$ cat config.mk
export PLATFORM = sky130hd
export DESIGN_NAME = pt_walker
export DESIGN_NICKNAME = d
export VERILOG_FILES = /design/src/rtl/ptw_pkg.sv /design/src/rtl/ptw_pte_dec.sv /design/src/rtl/ptw_fsm.sv /design/src/rtl/ptw_datapath.sv /design/src/rtl/pt_walker.sv
export SDC_FILE = /design/constraint.sdc
export NUM_CORES = 1
export LEC_CHECK = 0
export CAP_MARGIN = 20
export CORE_MARGIN = 1
export CORE_UTILIZATION = 25
export CTS_CLUSTER_SIZE = 30
export DETAILED_ROUTE_END_ITERATION = 16
export MAX_ROUTING_LAYER = met4
export PLACE_DENSITY = 0.56
export SETUP_SLACK_MARGIN = 0.05
export SLEW_MARGIN = 20
export SYNTH_ARGS = -nofsm -noshare
export SYNTH_HDL_FRONTEND = slang
export SYNTH_SLANG_ARGS = --single-unit
$ cat constraint.sdc
create_clock -name clk -period 3.49 [get_ports clk]
set_input_delay 0.698 -clock clk [delete_from_list [all_inputs] [get_ports clk]]
set_output_delay 0.698 -clock clk [all_outputs]
set_load 0.1 [all_outputs]
$ cat src/rtl/ptw_pkg.sv
package ptw_pkg;
  localparam int VA_W     = 32;
  localparam int PA_W     = 32;
  localparam int IDX_W    = 10;
  localparam int OFF_W    = 12;
  localparam int PTE_W    = 32;
  localparam int ENTRY_SH = 2;               // 4-byte entries
  localparam int PPN_W    = PA_W - OFF_W;
  localparam int PERM_W   = 3;
  localparam int RSVD_W   = PTE_W - PPN_W - PERM_W - 1;

  typedef enum logic [2:0] {
    ST_IDLE, ST_READ_L1, ST_WAIT_L1, ST_READ_L2, ST_WAIT_L2, ST_DONE, ST_FAULT
  } walk_state_e;

  typedef struct packed {
    logic [PPN_W-1:0]  ppn;
    logic [RSVD_W-1:0] rsvd;
    logic [PERM_W-1:0] perm;   // {user, write, read}
    logic              present;
  } pte_t;

  function automatic logic [IDX_W-1:0] dir_index(input logic [VA_W-1:0] va);
    return va[VA_W-1 -: IDX_W];
  endfunction

  function automatic logic [IDX_W-1:0] leaf_index(input logic [VA_W-1:0] va);
    return va[OFF_W +: IDX_W];
  endfunction

  function automatic logic [PA_W-1:0] slot_addr(input logic [PA_W-1:0] base,
                                                input logic [IDX_W-1:0] idx);
    return base + (PA_W'(idx) << ENTRY_SH);
  endfunction

  function automatic logic [PA_W-1:0] table_base(input pte_t e);
    return {e.ppn, {OFF_W{1'b0}}};
  endfunction
endpackage

$ cat src/rtl/ptw_pte_dec.sv
module ptw_pte_dec
  import ptw_pkg::*;
(
  input  logic [PTE_W-1:0]  raw,
  output logic              present,
  output logic [PA_W-1:0]   next_base,
  output logic [PPN_W-1:0]  ppn,
  output logic [PERM_W-1:0] perm
);
  pte_t e;
  always_comb begin
    e         = pte_t'(raw);
    present   = e.present;
    next_base = table_base(e);
    ppn       = e.ppn;
    perm      = e.perm;
  end
endmodule

$ cat src/rtl/ptw_fsm.sv
module ptw_fsm
  import ptw_pkg::*;
(
  input  logic clk,
  input  logic rst_n,
  input  logic miss_valid,
  input  logic mem_req_ready,
  input  logic mem_rsp_valid,
  input  logic rsp_present,
  output logic accept,
  output logic cap_dir,
  output logic cap_leaf,
  output logic sel_leaf,
  output logic mem_req_valid,
  output logic busy,
  output logic done_pulse,
  output logic fault_pulse,
  output logic fault_lvl
);
  walk_state_e state, state_n;
  logic fault_lvl_n;

  // named events
  logic waiting, rsp_fire, req_fire;
  assign waiting  = (state == ST_WAIT_L1) || (state == ST_WAIT_L2);
  assign rsp_fire = waiting && mem_rsp_valid;
  assign req_fire = mem_req_valid && mem_req_ready;

  assign accept        = (state == ST_IDLE) && miss_valid;
  assign mem_req_valid = (state == ST_READ_L1) || (state == ST_READ_L2);
  assign sel_leaf      = (state == ST_READ_L2);
  assign cap_dir       = (state == ST_WAIT_L1) && mem_rsp_valid && rsp_present;
  assign cap_leaf      = (state == ST_WAIT_L2) && mem_rsp_valid && rsp_present;
  assign busy          = (state != ST_IDLE);
  assign done_pulse    = (state == ST_DONE);
  assign fault_pulse   = (state == ST_FAULT);

  always_comb begin
    state_n     = state;
    fault_lvl_n = fault_lvl;
    unique case (state)
      ST_IDLE:    if (miss_valid) state_n = ST_READ_L1;
      ST_READ_L1: if (mem_req_ready) state_n = ST_WAIT_L1;
      ST_WAIT_L1: if (mem_rsp_valid) begin
                    if (rsp_present) state_n = ST_READ_L2;
                    else begin state_n = ST_FAULT; fault_lvl_n = 1'b0; end
                  end
      ST_READ_L2: if (mem_req_ready) state_n = ST_WAIT_L2;
      ST_WAIT_L2: if (mem_rsp_valid) begin
                    if (rsp_present) state_n = ST_DONE;
                    else begin state_n = ST_FAULT; fault_lvl_n = 1'b1; end
                  end
      ST_DONE:    state_n = ST_IDLE;
      ST_FAULT:   state_n = ST_IDLE;
      default:    state_n = ST_IDLE;
    endcase
  end

  always_ff @(posedge clk) begin
    if (!rst_n) begin
      state     <= ST_IDLE;
      fault_lvl <= 1'b0;
    end else begin
      state     <= state_n;
      fault_lvl <= fault_lvl_n;
    end
  end

  AST_REQ_HELD: assert property (@(posedge clk) disable iff (!rst_n)
    (mem_req_valid && !mem_req_ready) |=> mem_req_valid);
  AST_ONE_OUTSTANDING: assert property (@(posedge clk) disable iff (!rst_n)
    req_fire |=> !mem_req_valid);
  AST_ABSENT_FAULTS: assert property (@(posedge clk) disable iff (!rst_n)
    (rsp_fire && !rsp_present) |=> fault_pulse);
  AST_PULSE_EXCL: assert property (@(posedge clk) disable iff (!rst_n)
    !(done_pulse && fault_pulse));
  AST_PULSE_THEN_IDLE: assert property (@(posedge clk) disable iff (!rst_n)
    (done_pulse || fault_pulse) |=> !busy);
  AST_START_ON_MISS: assert property (@(posedge clk) disable iff (!rst_n)
    $rose(busy) |-> $past(miss_valid));
endmodule

$ cat src/rtl/ptw_datapath.sv
module ptw_datapath
  import ptw_pkg::*;
(
  input  logic              clk,
  input  logic              rst_n,
  input  logic              accept,
  input  logic              cap_dir,
  input  logic              cap_leaf,
  input  logic              sel_leaf,
  input  logic              busy,
  input  logic              mem_req_valid,
  input  logic              mem_req_ready,
  input  logic [VA_W-1:0]   miss_va,
  input  logic [PA_W-1:0]   root_ptr,
  input  logic [PA_W-1:0]   dir_next_base,
  input  logic [PPN_W-1:0]  rsp_ppn,
  input  logic [PERM_W-1:0] rsp_perm,
  output logic [PA_W-1:0]   req_addr,
  output logic [VA_W-1:0]   va_q,
  output logic [PPN_W-1:0]  ppn_q,
  output logic [PERM_W-1:0] perm_q
);
  logic [PA_W-1:0] root_q, leaf_base_q;
  logic [PA_W-1:0] dir_slot, leaf_slot;

  assign dir_slot  = slot_addr(root_q, dir_index(va_q));
  assign leaf_slot = slot_addr(leaf_base_q, leaf_index(va_q));
  assign req_addr  = sel_leaf ? leaf_slot : dir_slot;

  always_ff @(posedge clk) begin
    if (!rst_n) begin
      va_q        <= '0;
      root_q      <= '0;
      leaf_base_q <= '0;
      ppn_q       <= '0;
      perm_q      <= '0;
    end else begin
      if (accept) begin
        va_q   <= miss_va;
        root_q <= root_ptr;
      end
      if (cap_dir) leaf_base_q <= dir_next_base;
      if (cap_leaf) begin
        ppn_q  <= rsp_ppn;
        perm_q <= rsp_perm;
      end
    end
  end

  AST_ADDR_HELD: assert property (@(posedge clk) disable iff (!rst_n)
    (mem_req_valid && !mem_req_ready) |=> $stable(req_addr));
  AST_VA_FROZEN: assert property (@(posedge clk) disable iff (!rst_n)
    busy |=> $stable(va_q));
endmodule

$ cat src/rtl/pt_walker.sv
module pt_walker
  import ptw_pkg::*;
(
  input  logic              clk,
  input  logic              rst_n,
  input  logic              miss_valid,
  input  logic [VA_W-1:0]   miss_va,
  input  logic [PA_W-1:0]   root_ptr,
  output logic              busy,
  output logic              mem_req_valid,
  output logic [PA_W-1:0]   mem_req_addr,
  input  logic              mem_req_ready,
  input  logic              mem_rsp_valid,
  input  logic [PTE_W-1:0]  mem_rsp_data,
  output logic              refill_valid,
  output logic [PPN_W-1:0]  refill_ppn,
  output logic [PERM_W-1:0] refill_perm,
  output logic              fault_valid,
  output logic              fault_level,
  output logic [VA_W-1:0]   result_va
);
  logic              accept, cap_dir, cap_leaf, sel_leaf;
  logic              rsp_present;
  logic [PA_W-1:0]   rsp_base;
  logic [PPN_W-1:0]  rsp_ppn;
  logic [PERM_W-1:0] rsp_perm;

  ptw_pte_dec u_dec (
    .raw       (mem_rsp_data),
    .present   (rsp_present),
    .next_base (rsp_base),
    .ppn       (rsp_ppn),
    .perm      (rsp_perm)
  );

  ptw_fsm u_fsm (
    .clk           (clk),
    .rst_n         (rst_n),
    .miss_valid    (miss_valid),
    .mem_req_ready (mem_req_ready),
    .mem_rsp_valid (mem_rsp_valid),
    .rsp_present   (rsp_present),
    .accept        (accept),
    .cap_dir       (cap_dir),
    .cap_leaf      (cap_leaf),
    .sel_leaf      (sel_leaf),
    .mem_req_valid (mem_req_valid),
    .busy          (busy),
    .done_pulse    (refill_valid),
    .fault_pulse   (fault_valid),
    .fault_lvl     (fault_level)
  );

  ptw_datapath u_dp (
    .clk           (clk),
    .rst_n         (rst_n),
    .accept        (accept),
    .cap_dir       (cap_dir),
    .cap_leaf      (cap_leaf),
    .sel_leaf      (sel_leaf),
    .busy          (busy),
    .mem_req_valid (mem_req_valid),
    .mem_req_ready (mem_req_ready),
    .miss_va       (miss_va),
    .root_ptr      (root_ptr),
    .dir_next_base (rsp_base),
    .rsp_ppn       (rsp_ppn),
    .rsp_perm      (rsp_perm),
    .req_addr      (mem_req_addr),
    .va_q          (result_va),
    .ppn_q         (refill_ppn),
    .perm_q        (refill_perm)
  );
endmodule

## After elaboration in Yosys (flattened, before gate mapping)

Cells that the tools add are included.

| cells by class | value |
|---|---|
| mux-type cells | 14 |
| reductions and logical operators | 11 |
| equal/unequal tests | 13 |
| add/subtract/negate cells | 2 |

Operator list:

| cell | count |
|---|---|
| adder 32 x 12 -> 32 bit | 2 |
| 2-to-1 mux 32 bit | 1 |
| 2-to-1 mux 3 bit | 6 |
| case mux 3 bit (5 select lines) | 1 |
| != test 2 bit, second input constant | 7 |
| AND reduction 5 bit | 2 |
| equality test 3 bit, second input constant | 3 |
| equality test 3 x 2 -> 1 bit, second input constant | 2 |
| logical AND 1 bit | 5 |
| 2-to-1 mux 1 bit | 4 |
| equality test 3 x 1 -> 1 bit, second input constant | 1 |
| zero test 3 bit | 1 |
| nonzero test 3 bit | 1 |
| 2-to-1 mux 2 bit | 1 |
| case mux 1 bit (2 select lines) | 1 |
| nonzero test 2 bit | 1 |
| logical OR 1 bit | 1 |

| storage, ports and cells | value |
|---|---|
| logic and storage cells | 47 |
| bits in registers | 111 |

## Logic depth before layout (Yosys ltp)

| depth | value |
|---|---|
| depth after elaboration | 3 |
| depth in mapped cells | 8 |

## Cells and area by module

A second synthesis with hierarchy kept.

| second synthesis, totals | value |
|---|---|
| cells, all modules | 759 |
| area total of the unflattened synthesis | 7,249.5 um^2 |

Modules (own cells, without submodules):

| module | cells an instance | sequential area each (um^2) | area an instance (um^2) | instances |
|---|---|---|---|---|
| ptw_datapath | 656 | 2,382.3 | 6,491.2 | 1 |
| ptw_pte_dec | 57 | 0.0 | 424.2 | 1 |
| ptw_fsm | 46 | 80.1 | 334.1 | 1 |

## Worst setup path before layout

No wires, ideal clock.

| path | value |
|---|---|
| path type | reg2out |
| start | register u_dp.va_q[22] |
| end | output port mem_req_addr[20] |
| stages on the path, launching flop included | 9 |
| slack | -1.916 ns |
| path buffers | 0 |
| arrival | 4.708 ns |
| cells stage by stage | dfxtp_1 -> ha_1 -> fa_1 -> a211o_1 -> a211o_1 -> a21oi_2 -> nor3_1 -> xnor2_1 -> o21ai_0 |

| on the way | value |
|---|---|
| longest elaborated chain between the ends | 2 |

Ends and longest elaborated chain:

| item | line | text |
|---|---|---|
| start, declared | ptw_datapath.sv:19 | `output logic [VA_W-1:0] va_q,` |
| start signal, assigned | ptw_datapath.sv:39 | `va_q <= miss_va;` |
| adder 32 x 12 -> 32 bit | ptw_pkg.sv:33 | `return base + (PA_W'(idx) << ENTRY_SH);` |
| 2-to-1 mux 32 bit | ptw_datapath.sv:28 | `assign req_addr = sel_leaf ? leaf_slot : dir_slot;` |
| end, declared | pt_walker.sv:11 | `output logic [PA_W-1:0] mem_req_addr,` |

Every way passes these cells.

## Worst setup path after layout

Same ends and word-level chain as after synthesis.

==> results by group <==
Route
  • Vias per cell: about 4.4
  • Post-DR wirelength/cell: 14.57 um
  • Drt pass-1 iters: 4
  • DR DRC count: 0
  • Final ANT Viol Nets: 0
  • DR iter-0 viols: 204
  • WL final: ~17000 um
  • Vias: between 5000 and 6000

Placement
  • Post-DP Area: between 8000 and 9000 um2
  • Placed cells: around 1100
  • DP HPWL: between 10000 and 15000 um
  • Gpl congestion: 0.8091
  • Dpl ws: around 0.30 ns
  • IO buf count: ~180

Setup path
  • Crit. End Element: output pin
  • Arr. time, crit path: approximately 2.8 ns
  • Crit-path max FO: 8
  • CP required: approximately 2.8 ns
  • Setup Crit Path Kind: reg -> out
  • Setup crit start kind: flip-flop

CTS
  • Root Buffer: clkbuf_16
  • Hold Buf Count CTS: 0
  • Max clock buf depth: 2
  • Worst-skew pair later-pin latency: approximately 0.36 ns
  • CTS buffer count: 9
  • H-tree levels: 3
  • Reg clk slew, reported paths: roughly 0.080 ns
  • CTS Sinks: between 100 and 150
  • CTS tree: built

Pwr
  • Int Pwr: ~2.4 mW
  • Leakage: approximately 3.0 nW
  • Sw Ratio: between 40% and 50%
  • Sw Pwr: roughly 1.7 mW
  • Logic gate share of total power: 38.7%
  • Reg power frac: around a third
  • Clock power frac: 26.3%
  • Worst vdd ir: 0.2439 mV
  • PwrDens: 481.0 nW/um2
  • Tot Pwr: a little over 4 mW

Logic synthesis
  • Fraction of registers with async set/reset: 0%
  • Mean area per synthesized cell: 7.692 um2
  • Synth top area cells: dfxtp_1, nand2_1, a21boi_0, xnor2_1, o21ai_0
  • Synth area leader: dfxtp_1
  • Post-synth EDFFs: 0
  • Post-synth top flop: dfxtp_1
  • Post-synth top area share: between 40% and 50%
  • Syn_nets: 810
  • Synth Instances: 698
  • Syn Std Cell Area: ~5400 um2
  • Most numerous cell in the Yosys netlist: nand2_1
  • Netlist cell types: between 40 and 50
  • Ys Warns: 0
  • Commonest cells in the netlist: nand2_1, dfxtp_1, a21boi_0
  • Synthesized flop and latch total: approximately 110
  • Sequential share of the synthesized area: 41.39%

Timing
  • Fmax: around 290 MHz
  • Tightest Pin Transition: 1.003 ns
  • Slew headroom: 32.91%
  • Smallest hold slack: between 0.4 and 0.5 ns
  • Hold Violations, Final: 0
  • Slew Limit Fails: 0
  • Skew final: between 0.009 and 0.01 ns
  • Fin worst setup slack: ~0.0017 ns
  • Setup repair after global routing missed its margin: yes
  • Setup TNS: 0 ns
  • Post-layout minimum cycle time: ~3.5 ns
  • Fin crit share: between 90% and 100%
  • Final setup viols: 0

Global route
  • GRT Residual Overflow: 0
  • Vias in the first global route: 4696
  • Largest net degree at the start of global routing: between 60 and 70
  • Tot GR Track Use: around 16%
  • Global-route wire length before repair: 26140 um
  • Antenna violations before repair: 0

Die
  • Core area: between 20000 and 25000 um2
  • Initial Utilization: roughly 26%
  • Die span in y: 148.5 um
  • Die ar.: roughly 22000 um2
  • Row Count: between 50 and 60
  • I/O Pins: ~190
  • Die width: between 100 and 150 um

Final layout
  • Final instance area: ~8500 um2
  • Non-Filler Instances: 1150
  • Final nets: just under 1000
  • Area Overhead vs Synth: 58.17%
  • Layout cells sized above 1: 17.26%
  • Antenna Cells: 0
  • Layout fillers: roughly 2200
  • Fin util: between 40% and 50%

Run
  • Max-capacitance violation count: 0

Run status
  • Status: completed

Min path
  • Type of the tightest min-delay check: reg -> reg
-- path summary, 6_finish.rpt --
kind             startpoint          endpoint  slack [ns]  cells past startpoint
min            u_dp.va_q[1]      u_dp.va_q[1]        0.45                      2
min reg2reg    u_dp.va_q[1]      u_dp.va_q[1]        0.45                      2
max           u_dp.va_q[22]  mem_req_addr[20]       0.002                     10
max reg2reg  u_fsm.state[1]    u_dp.root_q[2]        1.42                      6
-- layout make-up --
type	instances	area, um2	area share, %
sequential	111	2238	26.36
inverter	8	30.03	0.3536
tap	275	344.1	4.052
clock buffer	10	250.2	2.947
multi-input combinational	537	3358	39.55
clock inverter	6	55.05	0.6483
timing repair buffer	203	2216	26.09
-- power groups by stage --
stage                     Combinational (mW)  Clock, mW  Sequential (mW)
after floorplan                        0.816          0             1.69
after global placement                  1.58          0             1.46
after detailed placement                1.58          0             1.46
after CTS                               1.59       1.12             1.43
after global routing                    1.66       1.16             1.44
final                                   1.58       1.07             1.43
-- metal layers --
layer	track usage [%]	wire (um)	part of all wire (%)	up-vias
li1	-	-	-	2647
met1	20.70	8086	48	2330
met2	23.81	7514	45	106
met3	3.712	885	5.3	13
met4	4.536	264	1.6	0
met5	-	0	0	-
-- cells in the final DEF (no fill, tap or decap), types with 3 or more instances in the layout --
cell	n
dfxtp_1	100
a21oi_2	4
dfxtp_2	10
nand4_1	3
clkbuf_16	10
a21boi_0	95
nor2_1	19
buf_12	28
o21ai_0	8
o21ai_4	19
ha_2	4
nor2b_1	4
clkdlybuf4s50_1	136
a211oi_1	4
buf_4	37
xnor2_1	18
nand2_1	256
xor2_1	5
a21oi_1	14
xnor2_2	3
nor3_1	3
nand3_1	7
nor3b_1	3
inv_1	8
ha_1	5
a21oi_4	5
a21boi_1	15
and2_1	6
-- cells by family (layout without fill, tap and decap cells) --
kind of cell    count (synthesis)  in the layout  share of synthesized area [%]
simple gates                  321            321                          25.10
fa+ha+maj                      11             11                          2.703
xor+xnor                       27             27                          4.405
compound gates                177            177                          22.51
buf+inv                        50            227                          3.705
flops                         111            111                          41.39
mux                             1              1                         0.1864
-- flip-flops by register name, indices dropped and copies added (netlist names) --
name              cells
u_fsm.fault_lvl       1
u_dp.va_q            32
u_dp.ppn_q           20
u_dp.leaf_base_q     20
u_dp.perm_q           3
u_fsm.state           3
u_dp.root_q          32
-- worst max-delay path, stage by stage, from the launching register on --
cell	delay, ns
dfxtp_4	0.36
ha_4	0.16
fa_2	0.34
a211o_1	0.33
a211o_1	0.31
a21oi_4	0.19
buf_6	0.16
nor3_1	0.07
xnor2_1	0.26
o21ai_4	0.08
buf_12	0.17
-- repair_timing --
action / CTS / global route
endpoints found under the hold margin: 0 / 0
endpoints found under the setup margin: 9 / 12
pin swaps: 7 / 11
gates resized for setup: 4 / 15
setup buffers: 2 / 3
Power figures use the tool's default switching activity.
